$ cat src/rtl/dm_cache_pkg.sv
package dm_cache_pkg;
  typedef enum logic [2:0] {
    ST_IDLE,
    ST_TAG_CHECK,
    ST_MISS_FETCH,
    ST_WRITE_THROUGH,
    ST_RESPOND
  } ctrl_state_e;
endpackage

$ cat src/rtl/dm_cache_tag_store.sv
module dm_cache_tag_store #(
  parameter int IDX_W = 2,
  parameter int TAG_W = 25,
  localparam int LINES = 1 << IDX_W
) (
  input  logic             clk_i,
  input  logic             rst_ni,
  input  logic [IDX_W-1:0] look_idx_i,
  input  logic [TAG_W-1:0] look_tag_i,
  output logic             hit_o,
  input  logic             set_en_i,
  input  logic [IDX_W-1:0] set_idx_i,
  input  logic [TAG_W-1:0] set_tag_i
);
  logic [LINES-1:0]       valid_flat;
  logic [LINES*TAG_W-1:0] tag_flat;

  for (genvar l = 0; l < LINES; l++) begin : g_line
    logic             valid_q;
    logic [TAG_W-1:0] tag_q;
    always_ff @(posedge clk_i or negedge rst_ni) begin
      if (!rst_ni) begin
        valid_q <= 1'b0;
        tag_q   <= '0;
      end else if (set_en_i && set_idx_i == IDX_W'(l)) begin
        valid_q <= 1'b1;
        tag_q   <= set_tag_i;
      end
    end
    assign valid_flat[l]                  = valid_q;
    assign tag_flat[l*TAG_W +: TAG_W]     = tag_q;
  end

  logic [TAG_W-1:0] look_tag_stored;
  assign look_tag_stored = tag_flat[int'(look_idx_i)*TAG_W +: TAG_W];
  assign hit_o = valid_flat[look_idx_i] && (look_tag_stored == look_tag_i);
endmodule

$ cat src/rtl/dm_cache_data_store.sv
module dm_cache_data_store #(
  parameter int IDX_W  = 2,
  parameter int SEL_W  = 3,
  parameter int DATA_W = 32,
  localparam int LINES = 1 << IDX_W,
  localparam int WORDS = 1 << SEL_W,
  localparam int BLK_W = WORDS * DATA_W
) (
  input  logic              clk_i,
  input  logic [IDX_W-1:0]  rd_idx_i,
  input  logic [SEL_W-1:0]  rd_sel_i,
  output logic [DATA_W-1:0] rd_word_o,
  input  logic              fill_en_i,
  input  logic [IDX_W-1:0]  fill_idx_i,
  input  logic [BLK_W-1:0]  fill_blk_i,
  input  logic              wr_en_i,
  input  logic [IDX_W-1:0]  wr_idx_i,
  input  logic [SEL_W-1:0]  wr_sel_i,
  input  logic [DATA_W-1:0] wr_data_i
);
  logic [LINES*BLK_W-1:0] store_flat;

  for (genvar l = 0; l < LINES; l++) begin : g_line
    for (genvar w = 0; w < WORDS; w++) begin : g_word
      logic [DATA_W-1:0] word_q;
      always_ff @(posedge clk_i) begin
        if (fill_en_i && fill_idx_i == IDX_W'(l))
          word_q <= fill_blk_i[w*DATA_W +: DATA_W];
        else if (wr_en_i && wr_idx_i == IDX_W'(l) && wr_sel_i == SEL_W'(w))
          word_q <= wr_data_i;
      end
      assign store_flat[(l*WORDS+w)*DATA_W +: DATA_W] = word_q;
    end
  end

  logic [IDX_W+SEL_W-1:0] rd_slot;
  assign rd_slot   = {rd_idx_i, rd_sel_i};
  assign rd_word_o = store_flat[int'(rd_slot)*DATA_W +: DATA_W];
endmodule

$ cat src/rtl/dm_cache_fsm.sv
module dm_cache_fsm
  import dm_cache_pkg::*;
(
  input  logic        clk_i,
  input  logic        rst_ni,
  input  logic        req_i,
  input  logic        we_q_i,
  input  logic        hit_i,
  input  logic        mem_ack_i,
  output ctrl_state_e state_o,
  output logic        accept_o
);
  ctrl_state_e state_q, state_d;

  assign accept_o = (state_q == ST_IDLE) && req_i;

  always_comb begin
    state_d = state_q;
    unique case (state_q)
      ST_IDLE:          if (req_i) state_d = ST_TAG_CHECK;
      ST_TAG_CHECK:     state_d = we_q_i ? ST_WRITE_THROUGH
                                         : (hit_i ? ST_RESPOND : ST_MISS_FETCH);
      ST_MISS_FETCH:    if (mem_ack_i) state_d = ST_RESPOND;
      ST_WRITE_THROUGH: if (mem_ack_i) state_d = ST_RESPOND;
      ST_RESPOND:       state_d = ST_IDLE;
      default:          state_d = ST_IDLE;
    endcase
  end

  always_ff @(posedge clk_i or negedge rst_ni) begin
    if (!rst_ni) state_q <= ST_IDLE;
    else         state_q <= state_d;
  end

  assign state_o = state_q;
endmodule

$ cat src/rtl/dm_cache_ctrl.sv
module dm_cache_ctrl
  import dm_cache_pkg::*;
#(
  parameter int ADDR_W = 32,
  parameter int DATA_W = 32,
  parameter int IDX_W  = 2,
  parameter int OFF_W  = 5,
  localparam int BYTE_W = $clog2(DATA_W / 8),
  localparam int SEL_W  = OFF_W - BYTE_W,
  localparam int BLK_W  = (1 << SEL_W) * DATA_W
) (
  input  logic              clk_i,
  input  logic              rst_ni,
  input  logic              cpu_req_i,
  input  logic              cpu_we_i,
  input  logic [ADDR_W-1:0] cpu_addr_i,
  input  logic [DATA_W-1:0] cpu_wdata_i,
  output logic              cpu_wait_o,
  output logic [DATA_W-1:0] cpu_rdata_o,
  output logic              mem_req_o,
  output logic              mem_we_o,
  output logic [ADDR_W-1:0] mem_addr_o,
  output logic [DATA_W-1:0] mem_wdata_o,
  input  logic              mem_ack_i,
  input  logic [BLK_W-1:0]  mem_rdata_i
);
  localparam int TAG_W = ADDR_W - IDX_W - OFF_W;

  ctrl_state_e state;
  logic        accept;
  logic        hit;

  logic [ADDR_W-1:0] addr_q;
  logic              we_q;
  logic [DATA_W-1:0] wdata_q;
  logic [DATA_W-1:0] rdata_q;

  logic [TAG_W-1:0]  addr_tag;
  logic [IDX_W-1:0]  addr_idx;
  logic [SEL_W-1:0]  addr_sel;
  logic [DATA_W-1:0] cached_word;
  logic              fill_en;
  logic              word_wr_en;

  assign addr_tag = addr_q[ADDR_W-1 -: TAG_W];
  assign addr_idx = addr_q[OFF_W +: IDX_W];
  assign addr_sel = addr_q[BYTE_W +: SEL_W];

  dm_cache_fsm u_fsm (
    .clk_i     (clk_i),
    .rst_ni    (rst_ni),
    .req_i     (cpu_req_i),
    .we_q_i    (we_q),
    .hit_i     (hit),
    .mem_ack_i (mem_ack_i),
    .state_o   (state),
    .accept_o  (accept)
  );

  // capture the request only when the controller is idle
  always_ff @(posedge clk_i or negedge rst_ni) begin
    if (!rst_ni) begin
      addr_q  <= '0;
      we_q    <= 1'b0;
      wdata_q <= '0;
    end else if (accept) begin
      addr_q  <= cpu_addr_i;
      we_q    <= cpu_we_i;
      wdata_q <= cpu_wdata_i;
    end
  end

  assign fill_en    = (state == ST_MISS_FETCH) && mem_ack_i;
  // data array written only after the tag compare confirms a hit
  assign word_wr_en = (state == ST_TAG_CHECK) && we_q && hit;

  dm_cache_tag_store #(
    .IDX_W (IDX_W),
    .TAG_W (TAG_W)
  ) u_tags (
    .clk_i      (clk_i),
    .rst_ni     (rst_ni),
    .look_idx_i (addr_idx),
    .look_tag_i (addr_tag),
    .hit_o      (hit),
    .set_en_i   (fill_en),
    .set_idx_i  (addr_idx),
    .set_tag_i  (addr_tag)
  );

  dm_cache_data_store #(
    .IDX_W  (IDX_W),
    .SEL_W  (SEL_W),
    .DATA_W (DATA_W)
  ) u_data (
    .clk_i      (clk_i),
    .rd_idx_i   (addr_idx),
    .rd_sel_i   (addr_sel),
    .rd_word_o  (cached_word),
    .fill_en_i  (fill_en),
    .fill_idx_i (addr_idx),
    .fill_blk_i (mem_rdata_i),
    .wr_en_i    (word_wr_en),
    .wr_idx_i   (addr_idx),
    .wr_sel_i   (addr_sel),
    .wr_data_i  (wdata_q)
  );

  always_ff @(posedge clk_i or negedge rst_ni) begin
    if (!rst_ni) begin
      rdata_q <= '0;
    end else if (state == ST_TAG_CHECK && !we_q && hit) begin
      rdata_q <= cached_word;
    end else if (fill_en) begin
      rdata_q <= mem_rdata_i[int'(addr_sel)*DATA_W +: DATA_W];
    end
  end

  assign cpu_rdata_o = rdata_q;
  assign cpu_wait_o  = (state == ST_TAG_CHECK) || (state == ST_MISS_FETCH) ||
                       (state == ST_WRITE_THROUGH);
  assign mem_req_o   = (state == ST_MISS_FETCH) || (state == ST_WRITE_THROUGH);
  assign mem_we_o    = (state == ST_WRITE_THROUGH);
  assign mem_addr_o  = mem_we_o ? addr_q : {addr_q[ADDR_W-1:OFF_W], {OFF_W{1'b0}}};
  assign mem_wdata_o = wdata_q;
endmodule

$ cat config.mk
export PLATFORM = sky130hd
export DESIGN_NAME = dm_cache_ctrl
export DESIGN_NICKNAME = d
export VERILOG_FILES = /design/src/rtl/dm_cache_pkg.sv /design/src/rtl/dm_cache_tag_store.sv /design/src/rtl/dm_cache_data_store.sv /design/src/rtl/dm_cache_fsm.sv /design/src/rtl/dm_cache_ctrl.sv
export SDC_FILE = /design/constraint.sdc
export NUM_CORES = 2
export LEC_CHECK = 0
export BUFFER_PORTS_ARGS = -buffer_cell sky130_fd_sc_hd__clkbuf_2
export CAP_MARGIN = 10
export CORE_ASPECT_RATIO = 0.7
export CORE_MARGIN = 10
export CORE_UTILIZATION = 45
export DETAILED_ROUTE_END_ITERATION = 10
export SYNTH_ARGS = -nofsm -noshare
export SYNTH_HDL_FRONTEND = slang
export SYNTH_HIERARCHICAL = 1
export SYNTH_SLANG_ARGS = --single-unit
$ cat constraint.sdc
create_clock -name clk_i -period 6.4 [get_ports clk_i]
set_input_delay 0.64 -clock clk_i [delete_from_list [all_inputs] [get_ports clk_i]]
set_output_delay 0.64 -clock clk_i [all_outputs]
set_load 0.02 [all_outputs]
# Word-level counts from Yosys, hierarchy flattened
# Cells that the tools add are included.
# Widths: inputs -> output; s select.
[word_totals]
reg_bits = 1228
in_bits = 325
output_inout_bits = 99
[op_classes]
order_cmp = 1
muxes = 74
n_reduce_logical = 89
n_eq_ne = 16
mul = 1
n_shift = 3
[ops]
columns = ["op", "n"]
rows = [
  ["$mux 32", 66],
  ["$shiftx 1024x11->32", 1],
  ["$shiftx 256x9->32", 1],
  ["$shiftx 100x32->25", 1],
  ["$reduce_bool 2->1", 33],
  ["$logic_and 1x1->1", 47],
  ["$eq 25x25->1", 1],
  ["$eq 3x2->1 const B", 4],
  ["$eq 3x3->1 const B", 4],
  ["$mux 3", 4],
  ["$pmux 3 s3", 1],
  ["$mul 2x5->7 const B", 1],
  ["$eq 3x1->1 const B", 2],
  ["$logic_not 3->1", 2],
  ["$mux 5", 1],
  ["$eq 2x2->1 const B", 2],
  ["$logic_or 1x1->1", 3],
  ["$lt 2x3->1 const B", 1],
  ["$bmux 1 s2", 1],
  ["$eq 2x1->1 const B", 1],
  ["$logic_not 2->1", 1],
  ["$ne 2x1->1 const B", 1],
  ["$ne 2x2->1 const B", 1],
  ["$reduce_and 2->1", 1],
  ["other kinds (3)", 3],
]

# Logic depth before layout (Yosys ltp)
[depth]
ltp_word = 9
depth_mapped = 13

# Cells and area by module
# The synthesis kept the hierarchy.
[by_module_without_submodules]
columns = ["mod", "cells_each", "n_inst", "area_per_inst_um2"]
rows = [
  ["dm_cache_data_store", 3647, 1, 49789.0],
  ["dm_cache_ctrl", 432, 1, 5974.5],
  ["dm_cache_tag_store", 328, 1, 4879.7],
  ["dm_cache_fsm", 15, 1, 148.9],
]

# Worst setup path before layout
# OpenSTA, ideal clock, no wires.
[synth_path]
path_type = "register to register"
from = "register addr_q[5]"
to = "register u_data.g_line[0].g_word[7].word_q[0], enable pin"
arrival_time_ns = 5.996
path_stages_with_launch = 12
n_path_buf = 2
setup_slack_ns = -0.062
path_cell_list = "dfrtp_1 > buf_6 > mux4_2 > xnor2_1 > o221ai_1 > or4_1 > nor4_2 > nand2_2 > nor4b_1 > or3b_2 > clkbuf_1 > o21ai_0"
[synth_between]
elab_chain_len = 8
word_cells_on_any_way = 12
classes_between = "mul (1); eq/ne (1); shift (1); mux (2); reduce/logical (7)"
[synth_lines]
columns = ["item", "line", "text"]
rows = [
  ["from (decl)", "dm_cache_ctrl.sv:33", "logic [ADDR_W-1:0] addr_q;"],
  ["from (signal assigned)", "dm_cache_ctrl.sv:67", "addr_q <= cpu_addr_i;"],
  ["$mul 2x5->7", "dm_cache_tag_store.sv:35", "assign look_tag_stored = tag_flat[int'(look_idx_i)*TAG_W +: TAG_W];"],
  ["$shiftx 100x32->25", "dm_cache_tag_store.sv:35", ""],
  ["$eq 25x25->1", "dm_cache_tag_store.sv:36", "assign hit_o = valid_flat[look_idx_i] && (look_tag_stored == look_tag_i);"],
  ["$logic_and 1x1->1 (*)", "dm_cache_tag_store.sv:36", ""],
  ["net hit", "dm_cache_ctrl.sv:31", "logic hit;"],
  ["$logic_and 1x1->1 (*)", "dm_cache_ctrl.sv:75", "assign word_wr_en = (state == ST_TAG_CHECK) && we_q && hit;"],
  ["net word_wr_en", "dm_cache_ctrl.sv:43", "logic word_wr_en;"],
  ["$logic_and 1x1->1 (*) (2 in series)", "dm_cache_data_store.sv:29", "else if (wr_en_i && wr_idx_i == IDX_W'(l) && wr_sel_i == SEL_W'(w))"],
  ["$reduce_bool 2->1 (no line) (*)", "n/a", ""],
  ["to (signal assigned)", "dm_cache_data_store.sv:28", "word_q <= fill_blk_i[w*DATA_W +: DATA_W];"],
  ["to (signal assigned)", "dm_cache_data_store.sv:30", "word_q <= wr_data_i;"],
  ["to (decl)", "dm_cache_data_store.sv:25", "logic [DATA_W-1:0] word_q;"],
]
# The timed path passes the listed nets; every way through them passes the cells marked *. The select of a mux whose other input is x is not followed.
# A chain may end at the register's enable or synchronous reset.

# Worst setup path after layout
[layout_path]
from = "register addr_q[5]"
to = "register u_data.g_line[0].g_word[4].word_q[2], enable pin"
[layout_between]
elab_chain_len = 8
word_cells_on_any_way = 12
classes_between = "mul (1); eq/ne (1); shift (1); mux (2); reduce/logical (7)"
[layout_lines]
columns = ["item", "line"]
rows = [
  ["$mul 2x5->7", "dm_cache_tag_store.sv:35"],
  ["$shiftx 100x32->25", "dm_cache_tag_store.sv:35"],
  ["$eq 25x25->1", "dm_cache_tag_store.sv:36"],
  ["$logic_and 1x1->1 (*)", "dm_cache_tag_store.sv:36"],
  ["net hit", "dm_cache_ctrl.sv:31"],
  ["$logic_and 1x1->1 (*)", "dm_cache_ctrl.sv:75"],
  ["net word_wr_en", "dm_cache_ctrl.sv:43"],
  ["$logic_and 1x1->1 (*) (2 in series)", "dm_cache_data_store.sv:29"],
  ["$reduce_bool 2->1 (no line) (*)", "n/a"],
  ["to (signal assigned)", "dm_cache_data_store.sv:28"],
  ["to (signal assigned)", "dm_cache_data_store.sv:30"],
  ["to (decl)", "dm_cache_data_store.sv:25"],
]
# Marked as above.

==> summary.md <==
| Metric | Value |
|---|---|
| Status | finished, final reports clean |
| Flops & latches, synth | 1,228 |
| Initial antenna violation count | 21 |
| Layout overhead on the synthesized area | 12.4% |
| Vias | 42,136 |
| Fraction of registers with async set/reset | 16.6% |
| CTS tree | built |
| GRT Total Usage | 29.3% |
| Worst-path clk slew | 0.07 ns |
| Total CTS buffers | 121 |
| Met1 track demand over resource | 43.0% |
| Synth warn | 6 |
| Maxcap violations | 0 |
| Register area share after synthesis | 59.0% |
| Placed wire-length estimate | 150,000 um |
| Core area | 134,000 um2 |
| Critical path data required time | 6.78 ns |
| I/O pins | 424 |
| Final layout net count | 4,958 |
| Actual slew at the worst max-slew pin | 1.11 ns |
| Global-route wire length before repair | 318,000 um |
| Final period util | 84.7% |
| Synth unique cells | 57 |
| Layout fillers | 11,524 |
| DRC | 0 |
| Crit. End Element | register |
| DR pass1 iterations | 7 |
| Pleak | 30.2 nW |
| Avg WL per Cell | 34.9 um |
| Post-DP Area | 64,200 um2 |
| Die area | 150,000 um2 |
| Largest net degree at the start of global routing | 192 |
| Fraction of layout cells with a size suffix above 1 | 22.2% |
| Mapped Cells | 4,422 |
| Sink Count | 1,228 |
| Number of port buffers | 423 |
| RSZ-0062 raised after global routing | false |
| Final wirelength | 228,000 um |
| Area of the multi-input gates | 22,700 um2 |
| FP Rows | 112 |
| Clock Latency Late Sink | 0.77 ns |
| Detail Route Antenna Nets | 0 |
| Htree depth | 3 |
| Vias in the first global route | 40,627 |
| M2 GR Usage | 41.7% |
| Fmax achieved | 184 MHz |
| Starting density of the core | 45.5% |
| Syn_area_per_cell | 13.7 um2 |
| Min Hold Slack | 0.111 ns |
| Mapped Area | 60,800 um2 |
| Tot Pwr | 34.0 mW |
| Post-route minimum period | 5.42 ns |
| Die Y | 328 um |
| Final instance area | 68,300 um2 |
| Overflow left after global routing | 0 |
| Critical-path maximum fanout | 22 |
| GPL Wtd Cong | 0.912 |
| Fin. max-slew vios | 0 |
| Pwr per Cell Area | 497 nW/um2 |
| Worst Setup Start Kind | register |
| Die Width | 459 um |
| Clock Tree Root | clkbuf_16 |
| Hold crit path type | in -> reg |
| Syn nets | 4,747 |
| Sequential standard cell area | 35,900 um2 |
| Peak supply drop | 0.317 mV |
| Clock Skew | 0.0314 ns |
| Final Hold Vio Count | 0 |
| M3 GR Usage | 8.64% |
| Vias per cell | 6.46 |
| GR peak layer | met1 |
| Slew margin rel. | 25.7% |
| DR iter-0 viols | 5,962 |
| # setup viols final | 0 |
| Postcts setup bufs | 0 |
| Bufs on Longest Clock Path | 3 |
| CP Data Arrival Time | 5.81 ns |
| Post-synth EDFFs | 1,024 |
| Ys flop type | edfxtp_1 |
| CP Class | reg -> reg |
-- area by class of cell --
type	count	area share, %
Tap cell	1767	3.24
Timing Repair Buffer	550	4.80
Inverter	35	0.192
Antenna cell	11	0.0403
Clock inverter	58	0.833
Clock buffer	173	5.16
Multi-Input combinational cell	2697	33.2
Sequential cell	1228	52.5
-- logic make-up (layout without fill, tap and decap cells) --
kind of cell	after synthesis	in the layout	synth area share (%)
muxes	812	812	15.3
buffers and inverters	497	816	4.42
DFF	1228	1228	59.0
and+or+nand+nor	463	463	4.01
other	0	11	0
AOI/OAI and AO/OA	1393	1393	16.8
xor gates and xnor gates	29	29	0.418
-- path summary, 6_finish.rpt --
| path | from | end | slack (ns) | cells past startpoint |
|---|---|---|---|---|
| worst max-delay path | addr_q[5] | u_data/g_line[0].g_word[4].word_q[2] | 0.98 | 12 |
| worst min-delay path | cpu_wdata_i[27] | mem_wdata_o[27] | 0.11 | 2 |
| worst max register to register | addr_q[5] | u_data/g_line[0].g_word[4].word_q[2] | 0.98 | 12 |
| worst min register to register | u_tags/g_line[1].valid_q | u_tags/g_line[1].valid_q | 0.48 | 1 |
| max in group asynchronous | rst_ni | mem_wdata_o[6] | 4.59 | 3 |
| min in group asynchronous | rst_ni | mem_wdata_o[29] | 0.42 | 2 |
-- power by group --
group          switching [mW]  leakage, nW  internal [mW]  total, mW
clock network            3.20         2.03           4.26       7.46
registers                1.11         11.8           11.0       12.1
logic                    8.55         16.5           5.89       14.4
total                    12.9         30.2           21.1       34.0
-- repair_timing --
item	in CTS	in global routing
hold endpoints to repair	65	0
gates resized for setup	0	0
hold buffers	1	0
-- metrics by stage --
stage	TNS (ns)	cells	util [%]	setup WS, ns
2_1_floorplan	-15.38	4422	-	-0.0616
3_3_place_gp	0	6276	48.0	1.09
3_5_place_dp	0	6276	48.0	1.11
4_1_cts	0	6508	51.1	1.05
5_1_grt	0	6516	51.1	0.813
6_report	0	6519	51.1	0.979
-- worst max-delay path, cell delays in order (launching register included) --
cell and delay [ns]:
dfrtp_2 0.75, buf_4 0.33, mux4_2 0.53, xor2_1 0.16
nor3_1 0.48, nand4_1 0.24, nor4_2 0.48, nand2_2 0.14
nor4b_1 0.33, buf_4 0.21, or3b_2 0.70, o21ai_4 0.23
buf_4 0.43
-- Yosys cell counts, types with 2 or more instances --
cell type	number	share of area [%]
nor2b_1	4	0.041
nand2_1	133	0.82
a221o_1	30	0.49
nor3_1	34	0.28
xor2_1	10	0.14
a21o_1	1026	13
a31oi_1	32	0.33
a22oi_1	96	1.2
nand3_1	101	0.83
or2_2	2	0.021
mux2i_1	567	9.3
mux2_2	166	3.1
buf_1	11	0.068
nor4b_1	2	0.029
and2_0	70	0.72
buf_6	55	1.0
clkbuf_1	195	1.2
nor4_1	4	0.041
inv_1	34	0.21
o21ai_0	34	0.28
nand3b_1	8	0.099
and3_2	5	0.062
dfrtp_1	204	8.4
a21oi_1	99	0.82
xnor2_1	19	0.27
nor2_1	13	0.080
a22o_1	65	0.94
edfxtp_1	1024	51
o21ai_1	2	0.016
or3b_2	3	0.043
and2_1	60	0.62
mux4_2	79	2.9
a211oi_1	3	0.037
clkbuf_4	2	0.025
nor3b_1	2	0.025
nand2b_1	9	0.093
buf_2	139	1.1
o211ai_1	2	0.025
buf_4	60	0.74
-- registers in the layout, indices dropped and copies added, names as in the netlist --
name,count
addr_q,32
cpu_rdata_o,32
mem_wdata_o,32
u_data/g_line.g_word.word_q,1024
u_fsm/state_o,3
u_tags/g_line.tag_q,100
u_tags/g_line.valid_q,4
we_q,1
-- cells in the final DEF (no fill, tap or decap), types with 19 or more instances in the layout --
cell type  netlist  final
nand2_1        133    132
and2_0          70     70
nand3_1        101    100
a22o_1          65     65
a22oi_1         96     96
mux4_2          79     79
buf_4           60    110
a221o_1         30     30
xnor2_1         19     19
clkinv_2         0     24
and2_1          60     58
a31oi_1         32     32
mux2_2         166    166
clkbuf_16        0    126
o21ai_4          0     32
edfxtp_1      1024   1024
a21o_1        1026   1026
nor3_1          34     34
clkbuf_2         0    422
mux2i_1        567    567
a21oi_1         99     99
clkbuf_8         0     19
dfrtp_1        204    200
clkbuf_1       195     26
inv_1           34     34
-- routing by layer --
layer	wire length, um	vias up
met3	28000	365
li1	-	17311
met2	96400	2724
met4	6440	4
met5	27	-
met1	96800	21732
Note: power is estimated with default switching activity, not from simulation.
